==> src/rtl/fcmux_pkg.sv <==
// Package: shared constants for the fractional clock-enable divider.
// Assumes a 4-bit source number and ten wired sources.
package fcmux_pkg;
    localparam int SRC_W        = 4;
    localparam int NUM_SRC      = 10;
    localparam int SRC_GND      = 0;
    localparam int SRC_XOSC     = 1;
    localparam int SRC_DBG0     = 2;
    localparam int SRC_DBG1     = 3;
    localparam int SRC_AUX0     = 4;
    localparam int NUM_DBG      = SRC_AUX0 - SRC_DBG0;
    localparam int NUM_AUX      = NUM_SRC - SRC_AUX0;
    localparam int SRC_SLOTS    = 1 << SRC_W;
    localparam int DIV_INT_LSB  = 12;

    typedef logic [SRC_W-1:0] src_sel_t;

    // Classify a source slot: 0 ground, 1 oscillator, 2 debug, 3 aux, 4 unused.
    function automatic int slot_kind(input int idx);
        if (idx == SRC_GND)                         return 0;
        else if (idx == SRC_XOSC)                   return 1;
        else if (idx >= SRC_DBG0 && idx < SRC_AUX0) return 2;
        else if (idx >= SRC_AUX0 && idx < NUM_SRC)  return 3;
        else                                        return 4;
    endfunction
endpackage

==> src/rtl/fcmux_src_sel.sv <==
// Source selector: maps the source number to one enable stream.
// Assumes slot 0 and slots at NUM_SRC and above are tied to ground.
module fcmux_src_sel
    import fcmux_pkg::*;
(
    input  logic                 xosc_en,
    input  logic [NUM_DBG-1:0]   dbg_en,
    input  logic [NUM_AUX-1:0]   aux_en,
    input  src_sel_t             sel,
    output logic                 sel_en
);
    logic [SRC_SLOTS-1:0] slot_vec;

    // Wire each slot of the table according to its kind.
    for (genvar i = 0; i < SRC_SLOTS; i++) begin : g_slot
        if (slot_kind(i) == 1) begin : g_xosc
            assign slot_vec[i] = xosc_en;
        end else if (slot_kind(i) == 2) begin : g_dbg
            assign slot_vec[i] = dbg_en[i - SRC_DBG0];
        end else if (slot_kind(i) == 3) begin : g_aux
            assign slot_vec[i] = aux_en[i - SRC_AUX0];
        end else begin : g_gnd
            assign slot_vec[i] = 1'b0;
        end
    end

    // Pick the selected slot.
    assign sel_en = slot_vec[sel];
endmodule

==> src/rtl/fcmux_frac_acc.sv <==
// Phase-accumulator divider: adds 2^FRAC_W per input tick and emits one
// registered pulse each time the sum reaches the divisor.
// Assumes run/restart/divisor come from registered configuration.
// With INT_W=FRAC_W=0 it degenerates to a gated one-cycle delay.
module fcmux_frac_acc #(
    parameter int INT_W  = 8,
    parameter int FRAC_W = 4,
    localparam int DW    = INT_W + FRAC_W,
    localparam int DWP   = (DW > 0) ? DW : 1
) (
    input  logic           clk,
    input  logic           rst_n,
    input  logic           run,
    input  logic           restart,
    input  logic [DWP-1:0] divisor,
    input  logic           tick,
    output logic           pulse
);
    if (DW == 0) begin : g_bypass
        logic unused_div;
        assign unused_div = ^divisor;

        // Pass the selected enable through, gated and delayed one cycle.
        always_ff @(posedge clk) begin
            if (!rst_n) pulse <= 1'b0;
            else        pulse <= run & ~restart & tick;
        end
    end else begin : g_accum
        localparam int AW = DW + 1;
        localparam logic [AW-1:0] UNIT = AW'(1) << FRAC_W;

        logic [AW-1:0] acc;
        logic [AW-1:0] sum;
        logic [AW-1:0] div_ext;
        logic          div_zero;
        logic          below_unit;
        logic          reach;

        // Derive the next accumulator sum and the comparisons.
        always_comb begin
            div_ext    = {1'b0, divisor};
            sum        = acc + UNIT;
            div_zero   = (divisor == '0);
            below_unit = (div_ext < UNIT);
            reach      = (sum >= div_ext);
        end

        // Advance the accumulator and produce the output pulse.
        always_ff @(posedge clk) begin
            if (!rst_n) begin
                acc   <= '0;
                pulse <= 1'b0;
            end else if (!run || restart || div_zero) begin
                acc   <= '0;
                pulse <= 1'b0;
            end else if (below_unit) begin
                acc   <= '0;
                pulse <= tick;
            end else if (tick) begin
                if (reach) begin
                    acc   <= sum - div_ext;
                    pulse <= 1'b1;
                end else begin
                    acc   <= sum;
                    pulse <= 1'b0;
                end
            end else begin
                pulse <= 1'b0;
            end
        end
    end
endmodule

==> src/rtl/fcmux_div.sv <==
// Top: captures the control and divide words, selects a source enable
// and divides it. Assumes 12-FRAC_W >= 0 and 12+INT_W <= REG_W.
module fcmux_div
    import fcmux_pkg::*;
#(
    parameter int INT_W  = 8,
    parameter int FRAC_W = 4,
    parameter int REG_W  = 32,
    localparam int DW    = INT_W + FRAC_W,
    localparam int DWP   = (DW > 0) ? DW : 1,
    localparam int DLO   = DIV_INT_LSB - FRAC_W
) (
    input  logic               clk,
    input  logic               rst_n,
    input  logic               cfg_enable,
    input  logic [SRC_W-1:0]   cfg_src,
    input  logic [REG_W-1:0]   cfg_div,
    input  logic               xosc_en,
    input  logic [NUM_DBG-1:0] dbg_en,
    input  logic [NUM_AUX-1:0] aux_en,
    output logic               busy,
    output logic               clk_en_out
);
    logic           en_q;
    src_sel_t       src_q;
    logic [DWP-1:0] div_q;
    logic [DWP-1:0] div_field;
    logic           restart;
    logic           sel_en;
    logic           unused_div_word;

    assign unused_div_word = ^cfg_div;

    // Extract the divisor field anchored at the integer LSB.
    if (DW > 0) begin : g_field
        assign div_field = cfg_div[DLO +: DWP];
    end else begin : g_nofield
        assign div_field = '0;
    end

    // Capture the configuration words once per cycle.
    always_ff @(posedge clk) begin
        if (!rst_n) begin
            en_q  <= 1'b0;
            src_q <= '0;
            div_q <= '0;
        end else begin
            en_q  <= cfg_enable;
            src_q <= cfg_src;
            div_q <= div_field;
        end
    end

    // Flag an in-flight change of source or divisor.
    always_comb begin
        restart = en_q && ((cfg_src != src_q) || (div_field != div_q));
    end

    assign busy = en_q;

    fcmux_src_sel u_sel (
        .xosc_en (xosc_en),
        .dbg_en  (dbg_en),
        .aux_en  (aux_en),
        .sel     (src_q),
        .sel_en  (sel_en)
    );

    fcmux_frac_acc #(
        .INT_W  (INT_W),
        .FRAC_W (FRAC_W)
    ) u_acc (
        .clk     (clk),
        .rst_n   (rst_n),
        .run     (en_q),
        .restart (restart),
        .divisor (div_q),
        .tick    (sel_en),
        .pulse   (clk_en_out)
    );
endmodule

==> config.mk <==
export PLATFORM = sky130hd
export DESIGN_NAME = fcmux_div
export DESIGN_NICKNAME = d
export VERILOG_FILES = /design/src/rtl/fcmux_pkg.sv /design/src/rtl/fcmux_src_sel.sv /design/src/rtl/fcmux_frac_acc.sv /design/src/rtl/fcmux_div.sv
export SDC_FILE = /design/constraint.sdc
export NUM_CORES = 1
export LEC_CHECK = 0
export ABC_CLOCK_PERIOD_IN_PS = 5400
export BUFFER_PORTS_ARGS = -buffer_cell sky130_fd_sc_hd__clkbuf_2
export CAP_MARGIN = 20
export CORE_ASPECT_RATIO = 1.1
export CORE_UTILIZATION = 47
export DETAILED_ROUTE_END_ITERATION = 16
export GPL_ROUTABILITY_DRIVEN = 0
export PLACE_DENSITY = 0.71
export SLEW_MARGIN = 15
export SYNTH_ARGS = -nofsm -noshare
export SYNTH_HDL_FRONTEND = slang
export SYNTH_SLANG_ARGS = --single-unit
==> constraint.sdc <==
create_clock -name clk -period 5.4 [get_ports clk]
set_input_delay 0.27 -clock clk [delete_from_list [all_inputs] [get_ports clk]]
set_output_delay 0.27 -clock clk [all_outputs]
set_load 0.02 [all_outputs]
### After elaboration in Yosys (flattened, before gate mapping)

Index checks and enable logic that the tools add are counted.

* flip-flop bits (word level): 31
* output and inout bits: 2

* add/subtract/negate cells: 2
* $lt $le $gt $ge: 3
* eq/ne operators: 2
* mux-type cells: 6
* bitwise logic cells: 1
* reduce and logical (&&, ||, !) cells: 8

Operators with widths (number)
* 13-bit by 5-bit adder with 13-bit output (second input constant): 1
* 13-bit by 12-bit >= comparator with 1-bit output: 1
* 13-bit two-way mux: 1
* 13-bit by 12-bit subtractor with 13-bit output: 1
* 12-bit zero test: 1
* 12-bit by 5-bit < comparator with 1-bit output (second input constant): 1
* 12-bit != test: 1
* 4-bit by 5-bit < comparator with 1-bit output (second input constant): 1
* 1-bit binary-select mux with 4-bit select: 1
* 1-bit two-way mux: 4
* 4-bit != test: 1
* 1-bit logical OR: 3
* 3-bit OR reduction: 1
* 2-bit OR reduction: 1
* 1-bit logical AND: 1
* 1-bit zero test: 1
* 1-bit NOT: 1

### Logic depth before layout (Yosys ltp)

* word-level depth: 6
* mapped depth: 14
* gate-level depth less buffers: 12

### Modules after synthesis

Synthesis repeated with hierarchy kept, for this count alone.

* cell total of the unflattened synthesis: 247
* area, all modules: 2127.0 um2

Modules (own cells, without submodules)
* fcmux_frac_acc: times used 1, cells an instance 180, area an instance 1391.3 um2
* fcmux_div: times used 1, cells an instance 56, area an instance 626.9 um2
* fcmux_src_sel: times used 1, cells an instance 11, area an instance 108.9 um2

### Least setup slack after synthesis

No wires, ideal clock.

* kind: register -> register
* from: register u_acc.g_accum.acc[4]
* to: register u_acc.g_accum.acc[6]
* setup time: 122 ps
* arrival: 2596 ps
* required time: 5278 ps
* setup slack: 2682 ps
* stages on the path, launching flop included: 15
* buffers on the path: 2
* path through: dfxtp_1 > ha_1 > and4_1 > nand2_1 > xnor2_1 > ha_1 > clkbuf_1 > a21oi_1 > o21ai_0 > a211oi_2 > o211a_1 > buf_6 > nor2_4 > a221oi_1 > nor2_1

* longest elaborated chain between the ends: 3
* elaborated cells on any way between the ends: 4

RTL lines
* from (decl): RTL line fcmux_frac_acc.sv:32 `logic [AW-1:0] acc;`
* from (signal assigned): RTL line fcmux_frac_acc.sv:61 `acc <= sum - div_ext;`
* from (signal assigned): RTL line fcmux_frac_acc.sv:64 `acc <= sum;`
* 13-bit by 5-bit adder with 13-bit output (*): RTL line fcmux_frac_acc.sv:42 `sum = acc + UNIT;`
* 13-bit by 12-bit subtractor with 13-bit output or 13-bit by 12-bit >= comparator with 1-bit output (tied branches): RTL line fcmux_frac_acc.sv:61, fcmux_frac_acc.sv:45
* 13-bit two-way mux (*): RTL line fcmux_frac_acc.sv:60 `if (reach) begin`

Mark *: on every way between the ends. The rest lies on a longest branch, timed or not.
A chain may end at the register's enable or synchronous reset.

### Worst setup path in the final report

* from: register u_acc.g_accum.acc[4]
* to: register u_acc.g_accum.acc[2]

* longest elaborated chain between the ends: 3

RTL lines
* 13-bit by 5-bit adder with 13-bit output: RTL line fcmux_frac_acc.sv:42
* 13-bit by 12-bit >= comparator with 1-bit output: RTL line fcmux_frac_acc.sv:45 `reach = (sum >= div_ext);`
* 13-bit two-way mux: RTL line fcmux_frac_acc.sv:60

Every way passes these cells.

==> reports/results.tsv <==
stage	metric	value	unit
clock_network	worstSkewPairLatency	0.29	ns
critical_path	worst_ep_arrival_time	3.40	ns
floorplanning	start_util	49.04	%
yosys	synthCells	252	
clock_network	htree_levels	2	
detailed_routing	first_pass_iters	4	
yosys	synth.avg_cell_area	8.401	um2
yosys	synth_area	2117	um2
critical_path	crit_path_cell_trace	ha_1 -> and4_1 -> nand2_1 -> xnor2_1 -> ha_1 -> nand4_1 -> nor3_1 -> a211oi_2 -> o211a_1 -> nor2_4 -> nor2_1 -> a211oi_1	
layout	drive_gt1_share	16.31	%
critical_path	critPathMaxStageDelay	0.44	ns
yosys	yosys.area_share.simple	21.16	%
critical_path	start_kind	register	
power_and_ir_drop	fin_total_pwr	0.5450	mW
detailed_routing	wl_per_cell	13.16	um
floorplanning	die_h	72.39	um
clock_network	cts_tree	yes	
yosys	synth_xor_xnor_area_share	12.00	%
power_and_ir_drop	power_leakage	0.9600	nW
yosys	synth_ff_type	dfxtp_1	
critical_path	crit_slowest_cell	ha_1	
yosys	synth_top_family_by_area	simple AND/OR/NAND/NOR gates	
yosys	synth_edf_count	0	
layout	syn_to_final_growth	13.18	%
clock_network	cts.path.max_buffers	2	
power_and_ir_drop	vdd_ir_drop_max	204.6	uV
sta	tightest_slew	0.6233	ns
layout	fill_cells	389	
yosys	synth_warnings	0	
clock_network	holdBufCountCts	0	
floorplanning	core	4317	um2
critical_path	cp_top_family	simple AND/OR/NAND/NOR gates	
sta	finalSetupViolCount	0	
power_and_ir_drop	power.density	227.5	nW/um2
yosys	synth_area_leader_cell	dfxtp_1	
yosys	async_flop_share	0	%
yosys	muxShareOfSynthArea	3.487	%
layout	nets	343	
yosys	synthAdderAreaFrac	8.629	%
clock_network	root_buffer	clkbuf_8	
clock_network	numCtsBuffers	5	
yosys	synth_top_area_share	29.31	%
sta	finClkSkew	0.007635	ns
layout	antenna_cells_inserted	0	
detailed_routing	vias	1813	
detailed_routing	drt-initial-drc-count	86	
global_route	grt.total_usage	20.66	%
clock_network	cts_resized	0	
yosys	ys_seq_area_share	29.31	%
critical_path	worst_ep_required_time	5.59	ns
floorplanning	die_w	65.99	um
worst_hold_path	hp-class	in -> reg	
detailed_routing	drtAntennaViolNets	0	
clock_network	post_cts_buffers	0	
critical_path	path_max_fanout	9	
critical_path	crit_type	reg -> reg	
outcome	status	completed	
sta	finalHoldViolCount	0	
global_route	grt_max_degree	19	
critical_path	critPathBufInv	0	
clock_network	path_clk_slew	0.07	ns
global_route	grt_pass1_wl	7486	um
sta	rsz0062_at_grt	no	
detailed_routing	drc	0	
detailed_routing	drt_wl_total	4423	um
floorplanning	rows	25	
sta	fin_crit	3.205	ns
global_route	grt_antenna_before_repair	0	
sta	max_freq	312.0	MHz
clock_network	clock_sinks	31	
placed_design	post-dp-hpwl	3438	um
yosys	ys_ff_latch	31	
placed_design	io_buffers	29	
global_route	gr-total-overflow	0	
detailed_routing	vias_per_cell	5.396	
floorplanning	ios	50	
yosys	synth_compound_area_share	19.21	%
critical_path	crit_top_cell	ha_1	
run	cap_violations	0	
sta	finalSetupTns	0	ns
yosys	syn-num-nets	314	
critical_path	end_kind	register	
sta	fin_crit_sh	59.35	%
yosys	synthTopCellsByArea	dfxtp_1 (29%), xnor2_1 (9.5%), ha_1 (7.7%), and2_1 (5.0%), a21oi_1 (4.5%)	
floorplanning	die_area	4777	um2
yosys	synthDistinctLibCells	50	
sta	finalMaxSlewViolations	0	
global_route	grt_pass1_vias	1731	
sta	max_slew_margin	58.07	%
cells in the mapped netlist, types with 7 or more instances:
cell type and count:
dfxtp_1 31, a21oi_1 19, nor2_1 14, ha_1 13, nor3_1 8, nand2_1 8, and2_1 17, xnor2_1 23
o21ai_0 9, inv_1 23, nand4_1 7
cells in the final DEF, fill, tap and decap left out, types with 2 or more instances in the layout:
cell / instances
a211o_1: 2
a211oi_1: 6
a21o_1: 3
a21oi_1: 19
a31oi_1: 6
and2_1: 17
and3_1: 3
clkbuf_2: 29
clkbuf_8: 7
dfxtp_1: 31
ha_1: 13
inv_1: 23
mux2i_1: 4
nand2_1: 8
nand2b_1: 3
nand3_1: 4
nand4_1: 7
nor2_1: 14
nor2b_1: 2
nor3_1: 8
nor4_1: 5
o2111ai_1: 2
o21ai_0: 9
o31ai_1: 3
or3_1: 3
xnor2_1: 23
xor2_1: 6
report_power, final:
part           total, mW  internal [mW]  switching, mW
Combinational     0.0944         0.0443         0.0501
Clock              0.208          0.116         0.0919
Sequential         0.243          0.235        0.00729
path summary, 6_finish.rpt:
| kind | from | to | slack, ns | cells past startpoint |
|---|---|---|---|---|
| max | u_acc.g_accum.acc[4]$_SDFFE_PP0P_ | u_acc.g_accum.acc[2]$_SDFFE_PP0P_ | 2.20 | 12 |
| min | cfg_enable | busy$_SDFF_PN0_ | 0.19 | 2 |
| max reg2reg | u_acc.g_accum.acc[4]$_SDFFE_PP0P_ | u_acc.g_accum.acc[2]$_SDFFE_PP0P_ | 2.20 | 12 |
| min reg2reg | u_acc.g_accum.acc[0]$_SDFFE_PP0P_ | u_acc.g_accum.acc[0]$_SDFFE_PP0P_ | 0.51 | 2 |
routing by layer:
layer	global-route usage (%)	vias to the layer above	wire [um]
li1	-	956	-
met1	25.02	801	2085
met2	33.56	48	2025
met3	5.189	8	213
met4	10.64	0	99
met5	0	-	0
cell type report:
class                      count  area [um2]  area share (%)
clock buffer                   7       96.34           4.021
clock inverter                 1       7.507          0.3133
inverter                      23       86.33           3.603
multi-input combinational    190        1365           56.97
sequential                    31       620.6           25.90
tap                           54       67.56           2.820
timing repair buffer          30       152.6           6.371
logic make-up (layout without fill, tap and decap cells):
group | after synthesis | count (layout)
simple gates | 80 | 80
compound gates | 61 | 61
flops | 31 | 31
buf+inv | 31 | 61
xor+xnor | 29 | 29
fa+ha+maj | 14 | 14
mux | 6 | 6
metrics by stage:
stage	hold WS [ns]	util, %	instances	setup slack, ns	area (um2)
floorplan	0.3917	-	252	2.682	2117
global placement	0.4789	53.10	328	2.245	2292
detailed placement	0.4870	53.10	328	2.223	2292
CTS	0.1797	55.51	336	2.200	2396
global route	0.1875	55.51	336	1.915	2396
finish	0.1894	55.51	336	2.195	2396
sequential cells by signal (all words and copies together) (netlist names):
| signal | flops |
|---|---|
| div_q | 12 |
| u_acc.g_accum.acc | 13 |
| busy | 1 |
| u_acc.pulse | 1 |
| src_q | 4 |
No activity file was read; power rests on OpenSTA's default activity.
